### config.mk
export PLATFORM = sky130hd
export DESIGN_NAME = dbseq_core
export DESIGN_NICKNAME = d
export VERILOG_FILES = /design/src/rtl/dbseq_pkg.sv /design/src/rtl/dbseq_decode.sv /design/src/rtl/dbseq_regfile.sv /design/src/rtl/dbseq_mul.sv /design/src/rtl/dbseq_core.sv
export SDC_FILE = /design/constraint.sdc
export NUM_CORES = 2
export LEC_CHECK = 0
export BUFFER_PORTS_ARGS = -buffer_cell sky130_fd_sc_hd__buf_2
export CORE_MARGIN = 10
export CORE_UTILIZATION = 45
export CTS_CLUSTER_DIAMETER = 100
export DETAILED_ROUTE_END_ITERATION = 6
export GPL_ROUTABILITY_DRIVEN = 0
export PLACE_DENSITY = 0.59
export SYNTH_ARGS = -nofsm -noshare
export SYNTH_HDL_FRONTEND = slang
export SYNTH_SLANG_ARGS = --single-unit
### constraint.sdc
create_clock -name clk -period 13.9 [get_ports clk]
set_clock_uncertainty 0.15 [all_clocks]
set_input_delay 1.39 -clock clk [delete_from_list [all_inputs] [get_ports clk]]
set_output_delay 1.39 -clock clk [all_outputs]
set_load 0.01 [all_outputs]
### src/rtl/dbseq_pkg.sv
package dbseq_pkg;
   localparam int XLEN = 32;

   typedef enum logic [3:0] {
      OP_ADDI = 4'h0,
      OP_ADD  = 4'h1,
      OP_BEQ  = 4'h2,
      OP_JMP  = 4'h3,
      OP_LD   = 4'h4,
      OP_ST   = 4'h5,
      OP_MUL  = 4'h6
   } op_e;

   typedef struct packed {
      logic            is_alu;
      logic            use_imm;
      logic            is_beq;
      logic            is_jmp;
      logic            is_ld;
      logic            is_st;
      logic            is_mul;
      logic [3:0]      rd;
      logic [3:0]      rs;
      logic [3:0]      rt;
      logic [XLEN-1:0] imm_s;
      logic [XLEN-1:0] imm_z;
   } dec_t;
endpackage

### src/rtl/dbseq_decode.sv
module dbseq_decode
   import dbseq_pkg::*;
(
   input  logic [XLEN-1:0] instr,
   input  logic            fault,
   output dec_t            dec
);
   always_comb begin
      dec       = '0;
      dec.rd    = instr[27:24];
      dec.rs    = instr[23:20];
      dec.rt    = instr[19:16];
      dec.imm_s = {{(XLEN-16){instr[15]}}, instr[15:0]};
      dec.imm_z = {{(XLEN-16){1'b0}}, instr[15:0]};
      if (!fault) begin
         case (instr[31:28])
            OP_ADDI: begin dec.is_alu = 1'b1; dec.use_imm = 1'b1; end
            OP_ADD:  dec.is_alu = 1'b1;
            OP_BEQ:  dec.is_beq = 1'b1;
            OP_JMP:  dec.is_jmp = 1'b1;
            OP_LD:   dec.is_ld  = 1'b1;
            OP_ST:   dec.is_st  = 1'b1;
            OP_MUL:  dec.is_mul = 1'b1;
            default: ;
         endcase
      end
   end
endmodule

### src/rtl/dbseq_regfile.sv
module dbseq_regfile #(
   parameter int NREG = 16,
   parameter int XLEN = 32,
   parameter int AW   = $clog2(NREG)
)(
   input  logic            clk,
   input  logic            rst_n,
   input  logic [AW-1:0]   ra_a,
   input  logic [AW-1:0]   ra_b,
   output logic [XLEN-1:0] rd_a,
   output logic [XLEN-1:0] rd_b,
   input  logic            we_p,
   input  logic [AW-1:0]   wa_p,
   input  logic [XLEN-1:0] wd_p,
   input  logic            we_s,
   input  logic [AW-1:0]   wa_s,
   input  logic [XLEN-1:0] wd_s
);
   logic [XLEN-1:0] regs [NREG];

   for (genvar g = 0; g < NREG; g++) begin : g_slot
      if (g == 0) begin : g_zero
         assign regs[g] = '0;
      end else begin : g_flop
         logic [XLEN-1:0] q;
         always_ff @(posedge clk or negedge rst_n) begin
            if (!rst_n)                        q <= '0;
            else if (we_p && wa_p == AW'(g))   q <= wd_p;
            else if (we_s && wa_s == AW'(g))   q <= wd_s;
         end
         assign regs[g] = q;
      end
   end

   assign rd_a = regs[ra_a];
   assign rd_b = regs[ra_b];
endmodule

### src/rtl/dbseq_mul.sv
module dbseq_mul #(
   parameter int XLEN = 32,
   parameter int LAT  = 3,
   parameter int TW   = 4
)(
   input  logic            clk,
   input  logic            rst_n,
   input  logic            start,
   input  logic [XLEN-1:0] a,
   input  logic [XLEN-1:0] b,
   input  logic [TW-1:0]   tag,
   output logic            busy,
   output logic            done,
   output logic [XLEN-1:0] prod,
   output logic [TW-1:0]   tag_out
);
   if (LAT == 1) begin : g_comb
      assign busy    = 1'b0;
      assign done    = start;
      assign prod    = a * b;
      assign tag_out = tag;
   end else begin : g_seq
      localparam int CW = $clog2(LAT) + 1;
      logic [XLEN-1:0] opa, opb;
      logic [CW-1:0]   cnt;
      logic            run;
      logic [TW-1:0]   tg;

      always_ff @(posedge clk or negedge rst_n) begin
         if (!rst_n) begin
            run <= 1'b0;
            cnt <= '0;
            opa <= '0;
            opb <= '0;
            tg  <= '0;
         end else if (start) begin
            run <= 1'b1;
            cnt <= '0;
            opa <= a;
            opb <= b;
            tg  <= tag;
         end else if (run) begin
            if (cnt == CW'(LAT - 2)) run <= 1'b0;
            else                     cnt <= cnt + 1'b1;
         end
      end

      assign busy    = run;
      assign done    = run && (cnt == CW'(LAT - 2));
      assign prod    = opa * opb;
      assign tag_out = tg;
   end
endmodule

### src/rtl/dbseq_core.sv
module dbseq_core
   import dbseq_pkg::*;
#(
   parameter int              NREG     = 16,
   parameter int              MUL_LAT  = 3,
   parameter int              NIRQ     = 6,
   parameter logic [XLEN-1:0] RESET_PC = '0,
   parameter logic [XLEN-1:0] UNC_BASE = 32'h8000_0000
)(
   input  logic            clk,
   input  logic            rst_n,
   output logic            fetch_req_valid,
   output logic            fetch_req_uncached,
   output logic [XLEN-1:0] fetch_req_addr,
   input  logic            fetch_rsp_valid,
   input  logic            fetch_rsp_err,
   input  logic [XLEN-1:0] fetch_rsp_instr,
   output logic            data_req_valid,
   output logic            data_req_write,
   output logic [XLEN-1:0] data_req_addr,
   output logic [XLEN-1:0] data_req_wdata,
   input  logic            data_rsp_valid,
   input  logic [XLEN-1:0] data_rsp_rdata,
   output logic            busy,
   output logic            fetch_fault,
   input  logic [NIRQ-1:0] irq_lines,
   output logic [NIRQ-1:0] irq_seen
);
   localparam int              AW   = $clog2(NREG);
   localparam logic [XLEN-1:0] WSTEP = XLEN'(4);

   if (NREG < 2 || NREG > 16 || (1 << AW) != NREG) begin : g_bad_nreg
      $error("NREG must be a power of two from 2 to 16");
   end
   if (MUL_LAT < 1) begin : g_bad_lat
      $error("MUL_LAT must be at least 1");
   end
   if (NIRQ < 1) begin : g_bad_irq
      $error("NIRQ must be at least 1");
   end

   logic [XLEN-1:0] pc_q, npc_q, nxt_npc;
   logic            dm_valid_q, dm_write_q;
   logic [XLEN-1:0] dm_addr_q, dm_wdata_q;
   logic [AW-1:0]   dm_rd_q;
   dec_t            dec;
   logic            step, adv, mem_done, ld_ret, taken;
   logic            mul_busy, mul_done;
   logic [AW-1:0]   rs_a, rt_a, rd_a, mul_rd;
   logic [XLEN-1:0] rf_s, rf_t, op_s, op_t, alu_res, mul_res;
   logic            wp_en;
   logic [AW-1:0]   wp_addr;
   logic [XLEN-1:0] wp_data;

   dbseq_decode u_dec (
      .instr (fetch_rsp_instr),
      .fault (fetch_rsp_err),
      .dec   (dec)
   );

   assign rs_a = dec.rs[AW-1:0];
   assign rt_a = dec.rt[AW-1:0];
   assign rd_a = dec.rd[AW-1:0];

   // Acceptance needs a fetched word, a resolved previous access and no multiply in flight
   assign mem_done = dm_valid_q && data_rsp_valid;
   assign ld_ret   = mem_done && !dm_write_q;
   assign step     = !mul_busy && fetch_rsp_valid && (!dm_valid_q || data_rsp_valid);

   // Forward a returning load into the instruction decoded alongside it
   assign op_s = (ld_ret && dm_rd_q == rs_a && rs_a != '0) ? data_rsp_rdata : rf_s;
   assign op_t = (ld_ret && dm_rd_q == rt_a && rt_a != '0) ? data_rsp_rdata : rf_t;

   assign alu_res = op_s + (dec.use_imm ? dec.imm_s : op_t);
   assign taken   = dec.is_beq && (op_s == op_t);

   always_comb begin
      if (step && taken)           nxt_npc = pc_q + (dec.imm_s << 2);
      else if (step && dec.is_jmp) nxt_npc = dec.imm_z << 2;
      else                         nxt_npc = npc_q + WSTEP;
   end

   assign adv     = (step && !dec.is_mul) || mul_done;
   assign wp_en   = (step && dec.is_alu) || mul_done;
   assign wp_addr = mul_done ? mul_rd  : rd_a;
   assign wp_data = mul_done ? mul_res : alu_res;

   dbseq_regfile #(.NREG(NREG), .XLEN(XLEN), .AW(AW)) u_rf (
      .clk  (clk),
      .rst_n(rst_n),
      .ra_a (rs_a),
      .ra_b (rt_a),
      .rd_a (rf_s),
      .rd_b (rf_t),
      .we_p (wp_en),
      .wa_p (wp_addr),
      .wd_p (wp_data),
      .we_s (ld_ret),
      .wa_s (dm_rd_q),
      .wd_s (data_rsp_rdata)
   );

   dbseq_mul #(.XLEN(XLEN), .LAT(MUL_LAT), .TW(AW)) u_mul (
      .clk    (clk),
      .rst_n  (rst_n),
      .start  (step && dec.is_mul),
      .a      (op_s),
      .b      (op_t),
      .tag    (rd_a),
      .busy   (mul_busy),
      .done   (mul_done),
      .prod   (mul_res),
      .tag_out(mul_rd)
   );

   always_ff @(posedge clk or negedge rst_n) begin
      if (!rst_n) begin
         pc_q  <= RESET_PC;
         npc_q <= RESET_PC + WSTEP;
      end else if (adv) begin
         pc_q  <= npc_q;
         npc_q <= nxt_npc;
      end
   end

   always_ff @(posedge clk or negedge rst_n) begin
      if (!rst_n) begin
         dm_valid_q <= 1'b0;
         dm_write_q <= 1'b0;
         dm_addr_q  <= '0;
         dm_wdata_q <= '0;
         dm_rd_q    <= '0;
      end else if (step && (dec.is_ld || dec.is_st)) begin
         dm_valid_q <= 1'b1;
         dm_write_q <= dec.is_st;
         dm_addr_q  <= op_s + dec.imm_s;
         dm_wdata_q <= op_t;
         dm_rd_q    <= rd_a;
      end else if (mem_done) begin
         dm_valid_q <= 1'b0;
      end
   end

   always_ff @(posedge clk or negedge rst_n) begin
      if (!rst_n) begin
         fetch_fault <= 1'b0;
         irq_seen    <= '0;
      end else begin
         fetch_fault <= step && fetch_rsp_err;
         irq_seen    <= irq_lines;
      end
   end

   assign fetch_req_valid    = !mul_busy;
   assign fetch_req_addr     = pc_q;
   assign fetch_req_uncached = (pc_q >= UNC_BASE);
   assign data_req_valid     = dm_valid_q;
   assign data_req_write     = dm_write_q;
   assign data_req_addr      = dm_addr_q;
   assign data_req_wdata     = dm_wdata_q;
   assign busy               = mul_busy;
endmodule

## Yosys cells after proc, flatten, opt, wreduce, memory -nomap -nowiden

Index checks and enable logic that the tools add are counted.

- Output and inout port bits: 108
- Logic and storage cells: 217
- Input bits: 75
- Register bits: 693

- Reductions and logical operators: 77
- Add/sub/neg operators: 5
- Magnitude comparators: 3
- Muxes and demuxes: 59
- $mul: 1
- Bitwise gates (word level): 2
- Equal/unequal tests: 41

Operators by type and width:

| kind | number |
|---|---|
| $mux 32 | 40 |
| $bmux 32 s4 | 2 |
| $add 32x32->32 | 3 |
| $eq 4x4->1 const B | 16 |
| $logic_and 1x1->1 | 47 |
| $eq 4x3->1 const B | 11 |
| $reduce_bool 2->1 | 17 |
| $add 32x3->32 const B | 1 |
| $eq 32x32->1 | 1 |
| $ge 32x32->1 const B | 1 |
| $mul 32x32->32 | 1 |
| $eq 4x2->1 const B | 6 |
| $eq 4x1->1 const B | 3 |
| $mux 1 | 12 |
| $ge 5x5->1 const B | 2 |
| $not 4->5 | 2 |
| $mux 3 | 3 |
| $eq 4x4->1 | 2 |
| $reduce_bool 4->1 | 2 |
| $mux 7 | 1 |
| $logic_not 1->1 | 4 |
| $logic_not 4->1 | 1 |
| $logic_or 1x1->1 | 4 |
| $mux 4 | 1 |
| other kinds (5) | 5 |

## Longest topological paths before layout

- Depth after elaboration: 9
- Depth in mapped cells: 30
- Depth with buffers taken out: 27

## Cells and area by module

A second synthesis with hierarchy kept.

- Cells, all modules: 6,454
- Area total of the unflattened synthesis: 62,117.1 um^2

Modules (own cells, without submodules):

| module | area each (um^2) | seq. area each (um^2) | instances | cells an instance |
|---|---|---|---|---|
| dbseq_regfile | 29,971.2 | 12,011.5 | 1 | 2,805 |
| dbseq_mul | 18,471.5 | 1,801.7 | 1 | 1,901 |
| dbseq_core | 13,030.0 | 3,529.6 | 1 | 1,660 |
| dbseq_decode | 644.4 | 0.0 | 1 | 88 |

## Worst setup path before layout

Ideal clock, no wire load.

- Path type: register to register
- From: reg u_mul.g_seq.opb[5]
- To: reg u_rf.g_slot[10].g_flop.q[31]
- Data arrival time: 7.503 ns
- Data required time: 13.613 ns
- Stages on the path, launching flop included: 28
- Path buffers: 2
- Setup slack: 6.110 ns
- Clock period less this slack: 7.790 ns
- Library setup time: 0.137 ns
- Cells stage by stage: dfrtp_1 -> clkbuf_1 -> and2_1 -> fa_1 -> fa_1 -> fa_1 -> inv_1 -> fa_1 -> inv_1 -> fa_1 -> inv_1 -> fa_1 -> inv_1 -> fa_1 -> fa_1 -> ha_1 -> o21ai_0 -> o21ai_0 -> a2111oi_0 -> nor3_1 -> a31oi_1 -> o211ai_1 -> o31ai_1 -> a21oi_1 -> xnor2_1 -> a21oi_1 -> clkbuf_1 -> mux2i_1

- Word-level cells in the longest chain between the ends: 3

Ends and longest elaborated chain:

| item | line | RTL |
|---|---|---|
| start: declaration | dbseq_mul.sv:24 | `logic [XLEN-1:0] opa, opb;` |
| start signal: assignment | dbseq_mul.sv:34 | `opb <= '0;` |
| start signal: assignment | dbseq_mul.sv:40 | `opb <= b;` |
| $mul 32x32->32 | dbseq_mul.sv:50 | `assign prod = opa * opb;` |
| $mux 32 | dbseq_core.sv:86 | `assign wp_data = mul_done ? mul_res : alu_res;` |
| $mux 32 | dbseq_regfile.sv:28 | `else if (we_p && wa_p == AW'(g)) q <= wd_p;` |
| end signal: assignment | dbseq_regfile.sv:28 |  |
| end signal: assignment | dbseq_regfile.sv:29 | `else if (we_s && wa_s == AW'(g)) q <= wd_s;` |
| end: declaration | dbseq_regfile.sv:25 | `logic [XLEN-1:0] q;` |

No other way between the ends.
A chain may end at the register's enable or synchronous reset.

## Worst setup path in the final report

- From: reg u_mul.g_seq.opb[4]
- To: reg u_rf.g_slot[9].g_flop.q[31]

- Word-level cells in the longest chain between the ends: 3

Ends and longest elaborated chain:

| item | line |
|---|---|
| $mul 32x32->32 | dbseq_mul.sv:50 |
| $mux 32 | dbseq_core.sv:86 |
| $mux 32 | dbseq_regfile.sv:28 |
| end signal: assignment | dbseq_regfile.sv:28 |
| end signal: assignment | dbseq_regfile.sv:29 |
| end: declaration | dbseq_regfile.sv:25 |

No other way between the ends.

==> metrics.txt <==
area grow syn2layout=8.69%; hold slack=roughly 0.32 ns; critical path peak fanout=29; row count=approximately 130; Slew HR=under 10%; Die Height=around 390 um; drt pass-1 iters=5; CTS tree=done; slowest stage delay, CP=roughly 1.1 ns; FFs w/ async S/R, synth=between 90% and 100%; Ports=183; Synth Warn #=0; setup_tns=0 ns; Tightest Pin Transition=about 1.4 ns; top post-synthesis cells by count=nand2_1, dfrtp_1, inv_1; sequential share of the synthesized area=between 20% and 30%; Max Cap Violations=0; top-count cell post-synth=nand2_1; Vias/cell=between 6 and 7; met1 Track Usage GR=38.0%; # hold bufs at CTS=0; met2 usage=~43%; Max VDD drop=0.0000967 V; Nets=between 6000 and 7000; Worst Min Path Start=data_req_wdata[26]; Reg2Reg Capture Point=u_rf.g_slot[9].g_flop.q[31]; filler cell count=~12000; dominant cells by area after synthesis=dfrtp_1, fa_1, mux4_2; Post-synth EDFFs=0; GRT busiest layer=met2; post-synthesis cell area=between 60000 and 70000 sq um; DP HPWL=approximately 140 mm; Core Footprint=133000 sq um; cell taking the most area after synthesis=dfrtp_1; worst reg2reg path depth=25; gr ovfl total=0; post-cts sizing count=0; Die ar.=approximately 150000 sq um; hold crit path type=reg -> reg; Avg Inst Size Synth=slightly below 10 sq um; FF-to-FF setup slack=around 4.4 ns; Startpoint Class=register; grt met3 use=between 6 and 7%; Mapped Nets=~7000; Leak=between 0.03 and 0.04 uW; Setup crit end=u_rf.g_slot[9].g_flop.q[31]; FF-to-FF Start=u_mul.g_seq.opb[4]; CP Capture Type=register; multi-input logic area=around 40000 sq um; CTS clk-pin slew, worst paths=approximately 0.060 ns; vias in the first global route=about 48000; global-route wire length before repair=between 300 and 400 mm; crit path time final=about 9.5 ns; DRT iter0 DRCs=~5100; CP Depth=25; CTS H-tree lvls=3; Synth Instances=approximately 6300; Critical-path top delay cell=dfrtp_1; Max clock buf depth=3; chip width=slightly below 400 um; status=finished clean; GRT Overall Usage=27.7%; post-CTS setup buffer count=0; Total Routed Length=between 200 and 250 mm; IO buf count=182; Vias=approximately 49000; Sink Count=between 600 and 700; fmax=approximately 110 MHz; Initial Util=45.3%; PD cells=111 nW/um^2; clk_lat worst skew=0.73 ns; FF/Latch Area=roughly 17000 sq um; root buf cell=clkbuf_16; initial antenna violation count=18; Routed Antenna Nets=0; top cell family by delay on the critical path=adder cells; unrepaired setup endpoints after global routing=no; Post-route DRC=0; Worst EP arrival=between 9 and 10 ns; CP startpoint=u_mul.g_seq.opb[4]; routed len/inst=about 26 um; largest net degree at the start of global routing=145; total power=around 7300 uW; final worst path period share=about two thirds; area share of the largest cell type after synthesis=between 20% and 30%; Worst Setup Path Type=reg -> reg; cell mode on critical path=fa_1; final setup fails=0; fin. max-slew vios=0; Cell variety after synth=between 70 and 80; Worst EP required=roughly 14 ns; number of buffers created by CTS=82; ys flop type=dfrtp_1; share of cells above drive strength 1=roughly 16%; Hold Violations, Final=0; #FFs+latches synth=between 600 and 700; worst path bufs/invs=4
## state kept, by name, indices dropped and copies added, names as in the netlist, 3 cells and up
signal and flops:
u_mul.g_seq.cnt 3, fetch_req_addr 32, data_req_addr 32, u_mul.tag_out 4, u_rf.g_slot.g_flop.q 480, dm_rd_q 4, u_mul.g_seq.opb 32, npc_q 32
u_mul.g_seq.opa 32, data_req_wdata 32, irq_seen 6
## stage by stage
| step | std cells | setup slack [ns] | cell area (sq um) | util, % |
|---|---|---|---|---|
| CTS | 8025 | 4.52 | 65700 | 49.3 |
| global route | 8025 | 3.87 | 65700 | 49.3 |
| finish | 8032 | 4.39 | 65800 | 49.3 |
| floorplan | 6271 | 6.11 | 60500 | - |
| detailed placement | 7880 | 4.55 | 63000 | 47.2 |
| global placement | 7880 | 4.62 | 63000 | 47.2 |
## worst min-delay path by stage
stage,end,cells after the start
2_1_floorplan,fetch_req_addr[0],2
3_3_place_gp,fetch_req_addr[1],2
6_report,data_req_wdata[26],2
3_5_place_dp,u_mul.g_seq.opb[31],2
5_1_grt,u_mul.g_seq.opb[31],2
4_1_cts,fetch_req_addr[1],2
## layout make-up
type / count / share of cell area, %
Tap cell: 1768 / 3.36
Clock buffer: 117 / 3.55
Multi-Input combinational cell: 4635 / 60.3
Inverter: 450 / 2.57
Clock inverter: 28 / 0.571
Sequential cell: 693 / 26.4
Antenna cell: 7 / 0.0266
Timing Repair Buffer: 334 / 3.22
## cells in the final DEF (no fill, tap or decap), types with 13 or more instances in the layout
master | Yosys | routed
fa_1 | 411 | 411
nand2b_1 | 22 | 22
a21o_1 | 54 | 54
o21a_1 | 18 | 18
ha_1 | 217 | 217
mux2i_1 | 368 | 366
mux2_2 | 245 | 245
inv_1 | 449 | 449
dfrtp_1 | 692 | 692
nor3_1 | 48 | 46
a22oi_1 | 19 | 19
nor2b_1 | 63 | 62
clkbuf_1 | 407 | 20
a21oi_1 | 350 | 346
a211oi_1 | 61 | 61
nand2_1 | 857 | 848
o21ai_0 | 429 | 422
o21bai_1 | 14 | 14
clkbuf_16 | 0 | 82
buf_4 | 16 | 152
clkbuf_8 | 0 | 17
mux4_2 | 219 | 219
nand3_1 | 51 | 49
and2_1 | 323 | 323
a221oi_1 | 30 | 30
and3_1 | 26 | 26
a22o_1 | 28 | 28
a31oi_1 | 31 | 30
nor2_1 | 318 | 305
xor2_1 | 72 | 72
buf_2 | 27 | 176
o211ai_1 | 19 | 19
o31ai_1 | 19 | 18
xnor2_1 | 140 | 140
o31a_1 | 14 | 14
or2_2 | 14 | 13
## routing by layer
| metal | vias up | wire [um] |
|---|---|---|
| met5 | - | 89 |
| met4 | 16 | 6860 |
| met3 | 427 | 21300 |
| met2 | 2322 | 96400 |
| met1 | 24600 | 88000 |
| li1 | 21200 | - |
## kinds of logic after synthesis
family / Yosys count / share of synthesized area (%)
AND/OR/NAND/NOR: 1789 / 13.5
AO/OA/AOI/OAI: 1166 / 11.5
buffers and inverters: 943 / 6.17
multiplexers: 840 / 19.0
flip-flops: 693 / 28.7
adder cells (fa/ha/maj): 628 / 18.1
XOR/XNOR: 212 / 3.07
## worst reg2reg max path: cells and delay by family (launching register included)
kind / cells / cell delay [ns]
fa+ha+maj: 9 / 4.21
flops: 1 / 1.05
buf+inv: 4 / 0.25
simple gates: 2 / 0.93
mux: 1 / 0.18
compound gates: 8 / 2.47
xor+xnor: 1 / 0.09
## report_power, final
part           leakage, uW  switching (uW)  internal [uW]  total, uW
Sequential         0.00930             341           2360       2700
Combinational       0.0209            1400            968       2370
Clock              0.00132             964           1260       2220
Total               0.0316            2710           4580       7290
Power figures use the tool's default switching activity.
